`src/rtl/ind_ptr_pkg.sv`:
```
package ind_ptr_pkg;
  typedef enum logic [2:0] {
    OP_IDLE    = 3'd0,
    OP_PREINC  = 3'd1,
    OP_PREDEC  = 3'd2,
    OP_POSTINC = 3'd3,
    OP_POSTDEC = 3'd4,
    OP_INDEX   = 3'd5,
    OP_ADJUST  = 3'd6,
    OP_RSVD    = 3'd7
  } op_e;

  typedef enum logic [1:0] {
    RG_BANKED = 2'd0,
    RG_LINEAR = 2'd1,
    RG_FLASH  = 2'd2,
    RG_VOID   = 2'd3
  } region_e;
endpackage

```
`src/rtl/ind_ptr_regs.sv`:
```
module ind_ptr_regs #(
  parameter int NPTR = 2,
  parameter int AW   = 16,
  parameter int BW   = 8,
  parameter int SW   = 1
) (
  input  logic                     clk,
  input  logic                     rst,
  input  logic                     wr_en,
  input  logic [SW-1:0]            wr_sel,
  input  logic                     wr_hi,
  input  logic [BW-1:0]            wr_data,
  input  logic                     upd_en,
  input  logic [SW-1:0]            upd_sel,
  input  logic [AW-1:0]            upd_val,
  output logic [NPTR-1:0][AW-1:0]  ptrs
);
  localparam int HI_W = AW - BW;

  for (genvar g = 0; g < NPTR; g++) begin : g_ptr
    logic hit_wr;
    logic hit_upd;
    assign hit_wr  = wr_en  && (wr_sel  == SW'(g));
    assign hit_upd = upd_en && (upd_sel == SW'(g));

    always_ff @(posedge clk) begin
      if (rst) begin
        ptrs[g] <= '0;
      end else if (hit_wr) begin
        if (wr_hi) ptrs[g][AW-1 -: HI_W] <= HI_W'(wr_data);
        else       ptrs[g][BW-1:0]       <= wr_data;
      end else if (hit_upd) begin
        ptrs[g] <= upd_val;
      end
    end
  end
endmodule

```
`src/rtl/ind_ptr_agen.sv`:
```
module ind_ptr_agen
  import ind_ptr_pkg::*;
#(
  parameter int AW   = 16,
  parameter int IMMW = 6
) (
  input  logic [2:0]      op,
  input  logic [AW-1:0]   base,
  input  logic [IMMW-1:0] imm,
  output logic            acc_en,
  output logic [AW-1:0]   acc_addr,
  output logic            upd_en,
  output logic [AW-1:0]   upd_val
);
  localparam int EXT_W = AW - IMMW;

  logic [AW-1:0] disp;
  logic [AW-1:0] inc;
  logic [AW-1:0] dec;
  logic [AW-1:0] idx;
  op_e           opc;

  assign opc  = op_e'(op);
  assign disp = {{EXT_W{imm[IMMW-1]}}, imm};
  assign inc  = base + AW'(1);
  assign dec  = base - AW'(1);
  assign idx  = base + disp;

  always_comb begin
    acc_en   = 1'b0;
    acc_addr = base;
    upd_en   = 1'b0;
    upd_val  = base;
    case (opc)
      OP_PREINC:  begin acc_en = 1'b1; acc_addr = inc;  upd_en = 1'b1; upd_val = inc; end
      OP_PREDEC:  begin acc_en = 1'b1; acc_addr = dec;  upd_en = 1'b1; upd_val = dec; end
      OP_POSTINC: begin acc_en = 1'b1; acc_addr = base; upd_en = 1'b1; upd_val = inc; end
      OP_POSTDEC: begin acc_en = 1'b1; acc_addr = base; upd_en = 1'b1; upd_val = dec; end
      OP_INDEX:   begin acc_en = 1'b1; acc_addr = idx; end
      OP_ADJUST:  begin upd_en = 1'b1; upd_val = idx; end
      default:    ;
    endcase
  end
endmodule

```
`src/rtl/ind_ptr_region.sv`:
```
module ind_ptr_region
  import ind_ptr_pkg::*;
#(
  parameter int AW         = 16,
  parameter int LIN_BASE   = 'h2000,
  parameter int SEG_BYTES  = 80,
  parameter int LIN_SEGS   = 31,
  parameter int SEG_BASE   = 'h20,
  parameter int BANK_SHIFT = 7,
  parameter int FLASH_BASE = 'h8000
) (
  input  logic [AW-1:0] addr,
  output logic [1:0]    region,
  output logic [AW-1:0] phys
);
  localparam logic [AW-1:0] LIN_LO  = AW'(LIN_BASE);
  localparam logic [AW-1:0] LIN_HI  = AW'(LIN_BASE + SEG_BYTES * LIN_SEGS);
  localparam logic [AW-1:0] FL_LO   = AW'(FLASH_BASE);
  localparam logic [AW-1:0] SEG_SZ  = AW'(SEG_BYTES);
  localparam logic [AW-1:0] SEG_OFS = AW'(SEG_BASE);

  logic [AW-1:0] off;
  logic [AW-1:0] bank;
  logic [AW-1:0] slot;
  logic          in_lin;

  assign off    = addr - LIN_LO;
  assign bank   = off / SEG_SZ;
  assign slot   = off % SEG_SZ;
  assign in_lin = (addr >= LIN_LO) && (addr < LIN_HI);

  always_comb begin
    if (addr >= FL_LO)      region = RG_FLASH;
    else if (in_lin)        region = RG_LINEAR;
    else if (addr < LIN_LO) region = RG_BANKED;
    else                    region = RG_VOID;
  end

  assign phys = in_lin ? ((bank << BANK_SHIFT) | (SEG_OFS + slot)) : addr;
endmodule

```
`src/rtl/ind_ptr_unit.sv`:
```
module ind_ptr_unit
  import ind_ptr_pkg::*;
#(
  parameter int NPTR       = 2,
  parameter int AW         = 16,
  parameter int BW         = 8,
  parameter int IMMW       = 6,
  parameter int LIN_BASE   = 'h2000,
  parameter int SEG_BYTES  = 80,
  parameter int LIN_SEGS   = 31,
  parameter int SEG_BASE   = 'h20,
  parameter int BANK_SHIFT = 7,
  parameter int FLASH_BASE = 'h8000,
  localparam int SW        = (NPTR > 1) ? $clog2(NPTR) : 1
) (
  input  logic            clk,
  input  logic            rst,
  input  logic [2:0]      op_i,
  input  logic [SW-1:0]   sel_i,
  input  logic [IMMW-1:0] imm_i,
  input  logic            wr_en_i,
  input  logic [SW-1:0]   wr_sel_i,
  input  logic            wr_hi_i,
  input  logic [BW-1:0]   wr_data_i,
  input  logic [SW-1:0]   rd_sel_i,
  input  logic            rd_hi_i,
  output logic [BW-1:0]   rd_data_o,
  output logic            acc_valid_o,
  output logic [AW-1:0]   acc_addr_o,
  output logic [1:0]      acc_region_o,
  output logic [AW-1:0]   acc_phys_o
);
  logic [NPTR-1:0][AW-1:0] ptrs;
  logic [AW-1:0]           base;
  logic                    acc_en;
  logic [AW-1:0]           acc_addr;
  logic                    upd_en;
  logic [AW-1:0]           upd_val;
  logic [1:0]              region;
  logic [AW-1:0]           phys;
  logic [AW-1:0]           rd_word;

  assign base    = ptrs[sel_i];
  assign rd_word = ptrs[rd_sel_i];

  ind_ptr_regs #(.NPTR(NPTR), .AW(AW), .BW(BW), .SW(SW)) u_regs (
    .clk     (clk),
    .rst     (rst),
    .wr_en   (wr_en_i),
    .wr_sel  (wr_sel_i),
    .wr_hi   (wr_hi_i),
    .wr_data (wr_data_i),
    .upd_en  (upd_en),
    .upd_sel (sel_i),
    .upd_val (upd_val),
    .ptrs    (ptrs)
  );

  ind_ptr_agen #(.AW(AW), .IMMW(IMMW)) u_agen (
    .op       (op_i),
    .base     (base),
    .imm      (imm_i),
    .acc_en   (acc_en),
    .acc_addr (acc_addr),
    .upd_en   (upd_en),
    .upd_val  (upd_val)
  );

  ind_ptr_region #(
    .AW(AW), .LIN_BASE(LIN_BASE), .SEG_BYTES(SEG_BYTES), .LIN_SEGS(LIN_SEGS),
    .SEG_BASE(SEG_BASE), .BANK_SHIFT(BANK_SHIFT), .FLASH_BASE(FLASH_BASE)
  ) u_region (
    .addr   (acc_addr),
    .region (region),
    .phys   (phys)
  );

  always_ff @(posedge clk) begin
    if (rst) begin
      acc_valid_o  <= 1'b0;
      acc_addr_o   <= '0;
      acc_region_o <= '0;
      acc_phys_o   <= '0;
      rd_data_o    <= '0;
    end else begin
      acc_valid_o <= acc_en;
      rd_data_o   <= rd_hi_i ? rd_word[AW-1 -: BW] : rd_word[BW-1:0];
      if (acc_en) begin
        acc_addr_o   <= acc_addr;
        acc_region_o <= region;
        acc_phys_o   <= phys;
      end
    end
  end
endmodule

```
`config.mk`:
```
export PLATFORM = sky130hd
export DESIGN_NAME = ind_ptr_unit
export DESIGN_NICKNAME = d
export VERILOG_FILES = /design/src/rtl/ind_ptr_pkg.sv /design/src/rtl/ind_ptr_regs.sv /design/src/rtl/ind_ptr_agen.sv /design/src/rtl/ind_ptr_region.sv /design/src/rtl/ind_ptr_unit.sv
export SDC_FILE = /design/constraint.sdc
export NUM_CORES = 1
export LEC_CHECK = 0
export CAP_MARGIN = 20
export CORE_AREA = 4 4 164 126
export CTS_BUF_LIST = sky130_fd_sc_hd__clkbuf_8
export DETAILED_ROUTE_END_ITERATION = 8
export DIE_AREA = 0 0 168 130
export PLACE_DENSITY = 0.72
export SYNTH_ARGS = -nofsm -noshare
export SYNTH_HDL_FRONTEND = slang
export SYNTH_SLANG_ARGS = --single-unit
```
`constraint.sdc`:
```
create_clock -name clk -period 13 [get_ports clk]
set_input_delay 2.6 -clock clk [delete_from_list [all_inputs] [get_ports clk]]
set_output_delay 2.6 -clock clk [all_outputs]
set_load 0.02 [all_outputs]
```
==> impl_metrics.ini, run 1 <==
[logic_synthesis]
ys_ff_latch = 72
synthFlopType = dfxtp_1
synth_top_area_frac = 0.171
yosysWarnings = 0
synth_area_mm2 = 0.00843
synth_edf_count = 0
synthCells = 1200
synthTopCellsByArea = dfxtp_1 (17%), nand2_1 (6.2%), a21oi_1 (6.1%)
yosysSeqAreaShare = 0.171
synth_top_cell_by_area = dfxtp_1
synth_fp_nets = 1247
async_reset_ff_frac = 0
synth_cell_types = 101
avgSynthCellArea_um2 = 7.02

[pwr]
peakVddDrop_uv = 118
power_density_mw_per_mm2 = 162
total_power_w = 0.00153
p_leak_nw = 3.46

[die]
die_area_mm2 = 0.0218
floorplan.initialDensity = 0.441
die_x_um = 168
placementRows = 44
die_h_um = 130
io-pin-count = 68
coreArea_mm2 = 0.0191

[global_route]
grt_overflow = 0
grt_pass1_vias = 8326
grt_max_degree = 72
track_usage = 0.261
grt_pass1_wl_um = 46300
antenna_found_initial = 0

[cells_and_area]
area_growth_pct = 12.2
drive_gt1_frac = 0.0852
n_fill_cell = 1870
final_common_cell = nand2_1
final_cell_mix = nand2_1 (138), nor2_1 (136), a21oi_1 (101)
final_nets = 1263
diodes = 0
final_core_util = 0.495

[worst_setup_path]
required_ps = 13220
cp_slowest_stage_delay_ps = 690
worstSetupPathType = input pin to register
slowest_stage = nor2_1
worstPathArrival_ps = 12450
critPathLaunchType = input pin
crit_fanout = 47
end_kind = register

[place]
hpwl_um = 22500
gp_congestion = 1.08
dp_slack_ps = 341
numPortBuffers = 67

[cts]
clk_pin_slew_ps = 70
cts_made_buffers = 9
clkLatencyLatePin_ps = 370
cts_tree = yes
hold_buffers = 0
clkSinkCount = 72
ctsHtreeMaxLevel = 3
clk_path_buf_depth = 2
cts_root_buffer = clkbuf_8

[routing]
wl_per_cell_um = 20.1
drc = 0
drt-pass1-iter-count = 7
drt_iter0_drc = 1815
vias_per_cell = 6.69
ant_nets = 0
num_vias = 9860
drt-total-wl_um = 29600

[sta]
slew_headroom = 0.284
fin_crit_ps = 12240
fin_worst_skew_ps = 15.2
fmax_ghz = 0.0817
drv_slew = 0
hold_ws_ps = 453
tns_ps = 0
period_share = 0.941
rsz0062_at_grt = no
setup_violations = 0
worst_pin_slew_ps = 1070
hold_viol_final = 0
fin_ws_ps = 762

[run_status]
status = finished clean

[min_path]
hold_path_class = register to register

[job]
maxCapViolCount = 0
-- kinds of logic after synthesis --
kind of cell,after synthesis,synth area share
AND/OR/NAND/NOR,482,0.275
AO/OA/AOI/OAI,424,0.354
buffers and inverters,117,0.0597
multiplexers,44,0.0662
XOR/XNOR,38,0.0395
adder cells (fa/ha/maj),23,0.0347
flip-flops,72,0.171
-- power breakdown --
group,leakage [nW],internal (W),switching [W]
Sequential,0.592,0.000242,0.0000226
Combinational,2.75,0.000400,0.000664
Clock,0.119,0.000115,0.0000912
-- state kept, by name, summed over array words and instances, names as in the netlist --
signal / cells
acc_addr_o: 16
acc_region_o: 2
acc_valid_o: 1
u_regs.ptrs: 32
acc_phys_o: 13
rd_data_o: 8
-- cells in the mapped netlist, types with 8 or more instances --
cell type / instances
o31ai_1: 8
nor3b_1: 11
o22ai_1: 12
o21a_1: 14
nor3_1: 48
a21oi_1: 102
ha_1: 21
a21o_1: 9
nor2_1: 136
nor2b_1: 16
nand4_1: 18
o211ai_1: 34
nand3_1: 32
a311oi_1: 16
nand2_1: 139
and2_1: 8
mux2i_1: 28
a211o_1: 12
mux4_2: 8
dfxtp_1: 72
clkbuf_1: 63
xnor2_1: 35
nor4_1: 11
a31oi_1: 20
buf_2: 12
nand2b_1: 15
a211oi_1: 30
o21ai_0: 66
or3_1: 8
inv_1: 23
-- through the flow --
step / instances / area, um^2
2_1_floorplan: 1200 / 8430
3_3_place_gp: 1458 / 9210
3_5_place_dp: 1458 / 9210
4_1_cts: 1474 / 9440
5_1_grt: 1474 / 9450
6_report: 1474 / 9450
-- worst paths after layout --
path,slack [ps],cells past startpoint,from,end
setup / recovery,760,37,sel_i,acc_phys_o[6]
hold / removal,450,2,acc_phys_o[8],acc_phys_o[8]
hold reg to reg,450,2,acc_phys_o[8],acc_phys_o[8]
setup reg to reg,3110,36,u_regs.ptrs[23],acc_phys_o[6]
-- worst max-delay path: cells and delay by family --
kind	cells	cell delay [ps]
buffers and inverters	4	920
xor gates and xnor gates	2	390
adders and majority gates	3	1020
AOI/OAI and AO/OA	18	4310
and+or+nand+nor	7	2150
muxes	3	1020
-- final cells by class --
cell class / count / area (um^2) / area share
multi-input cells: 1011 / 6500 / 0.688
flip-flops and latches: 72 / 1440 / 0.153
repair buffers: 93 / 853 / 0.0903
well taps: 253 / 317 / 0.0335
clock buffers: 10 / 138 / 0.0146
inverters: 29 / 109 / 0.0115
clock inverters: 6 / 90.1 / 0.00953
-- per-layer routing --
metal,part of all wire,wire (um),track usage
met1,0.44,13000,0.404
met2,0.39,11500,0.358
met3,0.15,4470,0.0672
met4,0.022,645,0.0573
met5,0,0,0
-- repair_timing --
item | 4_1_cts | 5_1_grt
endpoints found under the hold margin | 0 | 0
setup buffers | 0 | 0
setup endpoints to repair | 0 | 2
gates resized for setup | 0 | 3
(Power assumes the default switching activity.)
==> run 2, diff against run 1 <==
--- a/config.mk
+++ b/config.mk
@@ -10,6 +10,7 @@
 export CTS_BUF_LIST = sky130_fd_sc_hd__clkbuf_8
 export DETAILED_ROUTE_END_ITERATION = 8
 export DIE_AREA = 0 0 168 130
+export GPL_TIMING_DRIVEN = 0
 export PLACE_DENSITY = 0.72
 export SYNTH_ARGS = -nofsm -noshare
 export SYNTH_HDL_FRONTEND = slang
==> impl_metrics.ini, run 2 (synthesis results as in run 1) <==
[run_status]
status = finished clean

[cts]
cts_setup_buffers = 0
clkSinkCount = 72
cts_made_buffers = 9
clk_path_buf_depth = 2
cts_tree = yes
cts_root_buffer = clkbuf_8
ctsHtreeMaxLevel = 3
clk_pin_slew_ps = 80
post_cts_resized = 2
clkLatencyLatePin_ps = 370
hold_buffers = 0

[cells_and_area]
final_common_cell = nand2_1
final_cell_mix = nand2_1 (139), nor2_1 (135), a21oi_1 (102)
area_growth_pct = 14.8
diodes = 0
top_regs = u_regs.ptrs (32), acc_addr_o (16), acc_phys_o (13)
final_cells = 1533
final_nets = 1322
top_register = u_regs.ptrs
drive_gt1_frac = 0.0883
largest_reg_flops = 32
fin_area_mm2 = 0.00968

[min_path]
hold_path_class = register to register

[sta]
rsz0062_at_grt = no
period_share = 0.962
worst_pin_slew_ps = 1170
hold_viol_final = 0
hold_ws_ps = 454
setup_violations = 0
fin_worst_skew_ps = 14.8
slew_headroom = 0.219
fin_ws_ps = 490
fin_crit_ps = 12510
fmax_ghz = 0.0799
drv_slew = 0

[global_route]
grt_max_degree = 14
antenna_found_initial = 0
track_usage = 0.313
grt_pass1_wl_um = 54200
grt_overflow = 0
grt_pass1_vias = 9004

[pwr]
switchingPower_w = 0.000836
p_comb_frac = 0.715
peakVddDrop_uv = 145
power_density_mw_per_mm2 = 164
p_leak_nw = 3.48
p_sw_frac = 0.528
intPower_w = 0.000748
clkPwrFrac = 0.118
p_seq_frac = 0.167

[die]
die_area_mm2 = 0.0218
coreArea_mm2 = 0.0191
die_x_um = 168
floorplan.initialDensity = 0.441
io-pin-count = 68
die_h_um = 130
placementRows = 44

[worst_setup_path]
crit_fanout = 10
cp_slowest_stage_delay_ps = 580
critPathLaunchType = input pin
critical_path_buf_inv_count = 7
slowest_stage = mux2i_1
cpMostUsedCell = buf_6
worstSetupPathType = input pin to register
worstPathArrival_ps = 12750
required_ps = 13240
cp_top_family = compound AO/OA/AOI/OAI gates
end_kind = register

[place]
dp.cells = 1517
gp_congestion = 1.03
numPortBuffers = 62
hpwl_um = 27700
dpl_cell_area_mm2 = 0.00937
dp_slack_ps = -730

[routing]
drt-pass1-iter-count = 8
wl_met3_um = 5040
ant_nets = 0
vias_per_cell = 6.74
wl_per_cell_um = 23.2
drt_iter0_drc = 1764
wl_met2_um = 13500
drc = 0
drt-total-wl_um = 35600
met1_length_um = 16200
dr.max_layer_used = met4
num_vias = 10335

[job]
maxCapViolCount = 0
-- run 2: final timing paths --
kind | start | to | slack, ps | cells after the start
max | sel_i | acc_phys_o[7] | 490 | 40
min | acc_phys_o[9] | acc_phys_o[9] | 450 | 2
max reg2reg | u_regs.ptrs[18] | acc_phys_o[7] | 2840 | 37
min reg2reg | acc_phys_o[9] | acc_phys_o[9] | 450 | 2
-- run 2: worst reg2reg max path: cells and delay by family, from the launching register on --
family / cells / cell delay (ps)
buffers and inverters: 4 / 780
DFF: 1 / 300
muxes: 3 / 960
xor gates and xnor gates: 1 / 170
adders and majority gates: 3 / 790
AOI/OAI and AO/OA: 20 / 5510
and+or+nand+nor: 6 / 1510
-- run 2: through the flow --
| step | utilization | TNS, ps | power, W |
|---|---|---|---|
| finish | 0.506 | 0 | 0.00158 |
| global route | 0.506 | 0 | 0.00169 |
| CTS | 0.502 | 0 | 0.00152 |
| detailed placement | 0.491 | -1930 | 0.00133 |
| global placement | 0.490 | -1690 | 0.00132 |
| floorplan | - | 0 | 0.00107 |
-- run 2: per-layer routing --
layer / vias up / GRT usage
li1: 4676 / -
met1: 4870 / 0.486
met2: 709 / 0.432
met3: 80 / 0.0736
met4: 0 / 0.0730
met5: - / 0
-- run 2: power groups by stage --
stage / Combinational (W) / Clock, W / Sequential, W
floorplan: 0.000794 / 0 / 0.000276
global placement: 0.00105 / 0 / 0.000267
detailed placement: 0.00107 / 0 / 0.000268
CTS: 0.00107 / 0.000187 / 0.000263
global route: 0.00122 / 0.000197 / 0.000266
finish: 0.00113 / 0.000186 / 0.000265
-- run 2: cell type report --
type / count / area, um^2
fillers: 1863 / 9430
multi-input cells: 1011 / 6580
flip-flops and latches: 72 / 1440
repair buffers: 65 / 636
plain buffers: 87 / 394
well taps: 253 / 317
clock buffers: 9 / 124
inverters: 29 / 109
clock inverters: 7 / 71.3
==> run 3, diff against run 2 <==
--- a/config.mk
+++ b/config.mk
@@ -7,7 +7,6 @@
 export LEC_CHECK = 0
 export CAP_MARGIN = 20
 export CORE_AREA = 4 4 164 126
-export CTS_BUF_LIST = sky130_fd_sc_hd__clkbuf_8
 export DETAILED_ROUTE_END_ITERATION = 8
 export DIE_AREA = 0 0 168 130
 export GPL_TIMING_DRIVEN = 0
@@ -15,3 +14,4 @@
 export SYNTH_ARGS = -nofsm -noshare
 export SYNTH_HDL_FRONTEND = slang
 export SYNTH_SLANG_ARGS = --single-unit
+export TNS_END_PERCENT = 5
==> impl_metrics.ini, run 3 (synthesis results as in run 1) <==
[worst_setup_path]
r2r_cells = 37
worstPathArrival_ps = 12590
slowest_stage = mux2i_1
critPathLaunchType = input pin
r2r_slack_ps = 2880
cpMostUsedCell = buf_6
end_kind = register
worstSetupPathType = input pin to register
crit_fanout = 10
required_ps = 13210
cp_slowest_stage_delay_ps = 600

[cells_and_area]
area_growth_pct = 16.1
final_nets = 1322
diodes = 0
n_fill_cell = 1851
top_register = u_regs.ptrs
largest_reg_flops = 32
multi_input_area_mm2 = 0.00659
final_cell_mix = nand2_1 (139), nor2_1 (135), a21oi_1 (102)
final_common_cell = nand2_1
drive_gt1_frac = 0.0891
final-seq-area_mm2 = 0.00144
final_core_util = 0.512
top_regs = u_regs.ptrs (32), acc_addr_o (16), acc_phys_o (13)

[global_route]
antenna_found_initial = 0
grt_max_degree = 14
grt_pass1_vias = 9046
grt_overflow = 0
grt_pass1_wl_um = 54400
track_usage = 0.315

[sta]
period_share = 0.953
setup_violations = 0
hold_viol_final = 0
hold_ws_ps = 455
slew_headroom = 0.226
fin_crit_ps = 12380
fin_worst_skew_ps = 9.23
worst_pin_slew_ps = 1160
drv_slew = 0
fmax_ghz = 0.0807
rsz0062_at_grt = no

[routing]
drt-total-wl_um = 35700
drt-pass1-iter-count = 7
drt_iter0_drc = 1864
wl_met2_um = 13800
wl_met3_um = 5040
ant_nets = 0
dr.max_layer_used = met4
vias_per_cell = 6.76
drc = 0
num_vias = 10370
met1_length_um = 16100
wl_per_cell_um = 23.3

[cts]
clk_pin_slew_ps = 60
cts_root_buffer = clkbuf_16
cts_made_buffers = 9
cts_setup_buffers = 0
cts_tree = yes
ctsHtreeMaxLevel = 3
clkLatencyLatePin_ps = 350
clk_path_buf_depth = 2
clkSinkCount = 72
hold_buffers = 0

[place]
hpwl_um = 27700
gp_congestion = 1.03
numPortBuffers = 62

[min_path]
hold_depth = 2
hold_path_class = register to register

[die]
io-pin-count = 68
die_area_mm2 = 0.0218
placementRows = 44
die_x_um = 168
die_h_um = 130
coreArea_mm2 = 0.0191
floorplan.initialDensity = 0.441

[job]
maxCapViolCount = 0

[pwr]
peakVddDrop_uv = 149
p_comb_frac = 0.686
clkPwrFrac = 0.154
intPower_w = 0.000810
p_seq_frac = 0.160
p_sw_frac = 0.511
power_density_mw_per_mm2 = 169
p_leak_nw = 3.52
switchingPower_w = 0.000845

[run_status]
status = finished clean
-- run 3: changes by cell type in the layout (fill, tap and decap cells not counted), sizes merged --
cell / previous run / this run
clkbuf: 71 / 72
inv: 30 / 29
-- run 3: final timing paths --
check	endpoint	startpoint
max	acc_phys_o[7]	sel_i
min reg2reg	acc_phys_o[8]	acc_phys_o[8]
min	acc_phys_o[8]	acc_phys_o[8]
max reg2reg	acc_phys_o[7]	u_regs.ptrs[7]
-- run 3: critical path, delay by kind of cell --
family          cells  cell delay [ps]
fa+ha+maj           3              900
buf+inv             7             1050
mux                 3              990
xor+xnor            1              210
compound gates     21             5680
simple gates        5             1150
-- run 3: power by group through the flow --
stage          combinational, W  clock (W)  sequential, W
3_3_place_gp            0.00105          0       0.000267
3_5_place_dp            0.00107          0       0.000268
5_1_grt                 0.00122   0.000265       0.000267
6_report                0.00113   0.000255       0.000265
2_1_floorplan          0.000794          0       0.000276
4_1_cts                 0.00107   0.000255       0.000263
-- run 3: layer usage --
metal,global-route usage,vias up
met5,0,-
met4,0.0744,0
met2,0.436,696
met1,0.489,4911
li1,-,4693
met3,0.0724,70
-- run 3: cell type report --
class / instances / share of cell area
Multi-Input combinational cell: 1011 / 0.674
Tap cell: 253 / 0.0324
Buffer: 87 / 0.0403
Timing Repair Buffer: 65 / 0.0650
Sequential cell: 72 / 0.147
Clock buffer: 10 / 0.0234
Clock inverter: 6 / 0.00691
Inverter: 29 / 0.0111
-- run 3: repair_timing --
action	CTS	global route
endpoints found under the setup margin	2	4
pin swaps	0	0
gates resized for setup	2	24
-- run 3: through the flow --
stage / worst slack (ps) / total power (W) / instance area [um^2] / std cells / TNS (ps)
3_3_place_gp: -672 / 0.00132 / 9360 / 1515 / -1690
6_report: 616 / 0.00165 / 9780 / 1533 / 0
4_1_cts: 93.1 / 0.00159 / 9680 / 1533 / 0
3_5_place_dp: -730 / 0.00133 / 9370 / 1517 / -1930
5_1_grt: 21.4 / 0.00176 / 9780 / 1533 / 0
2_1_floorplan: 1650 / 0.00107 / 8430 / 1200 / 0
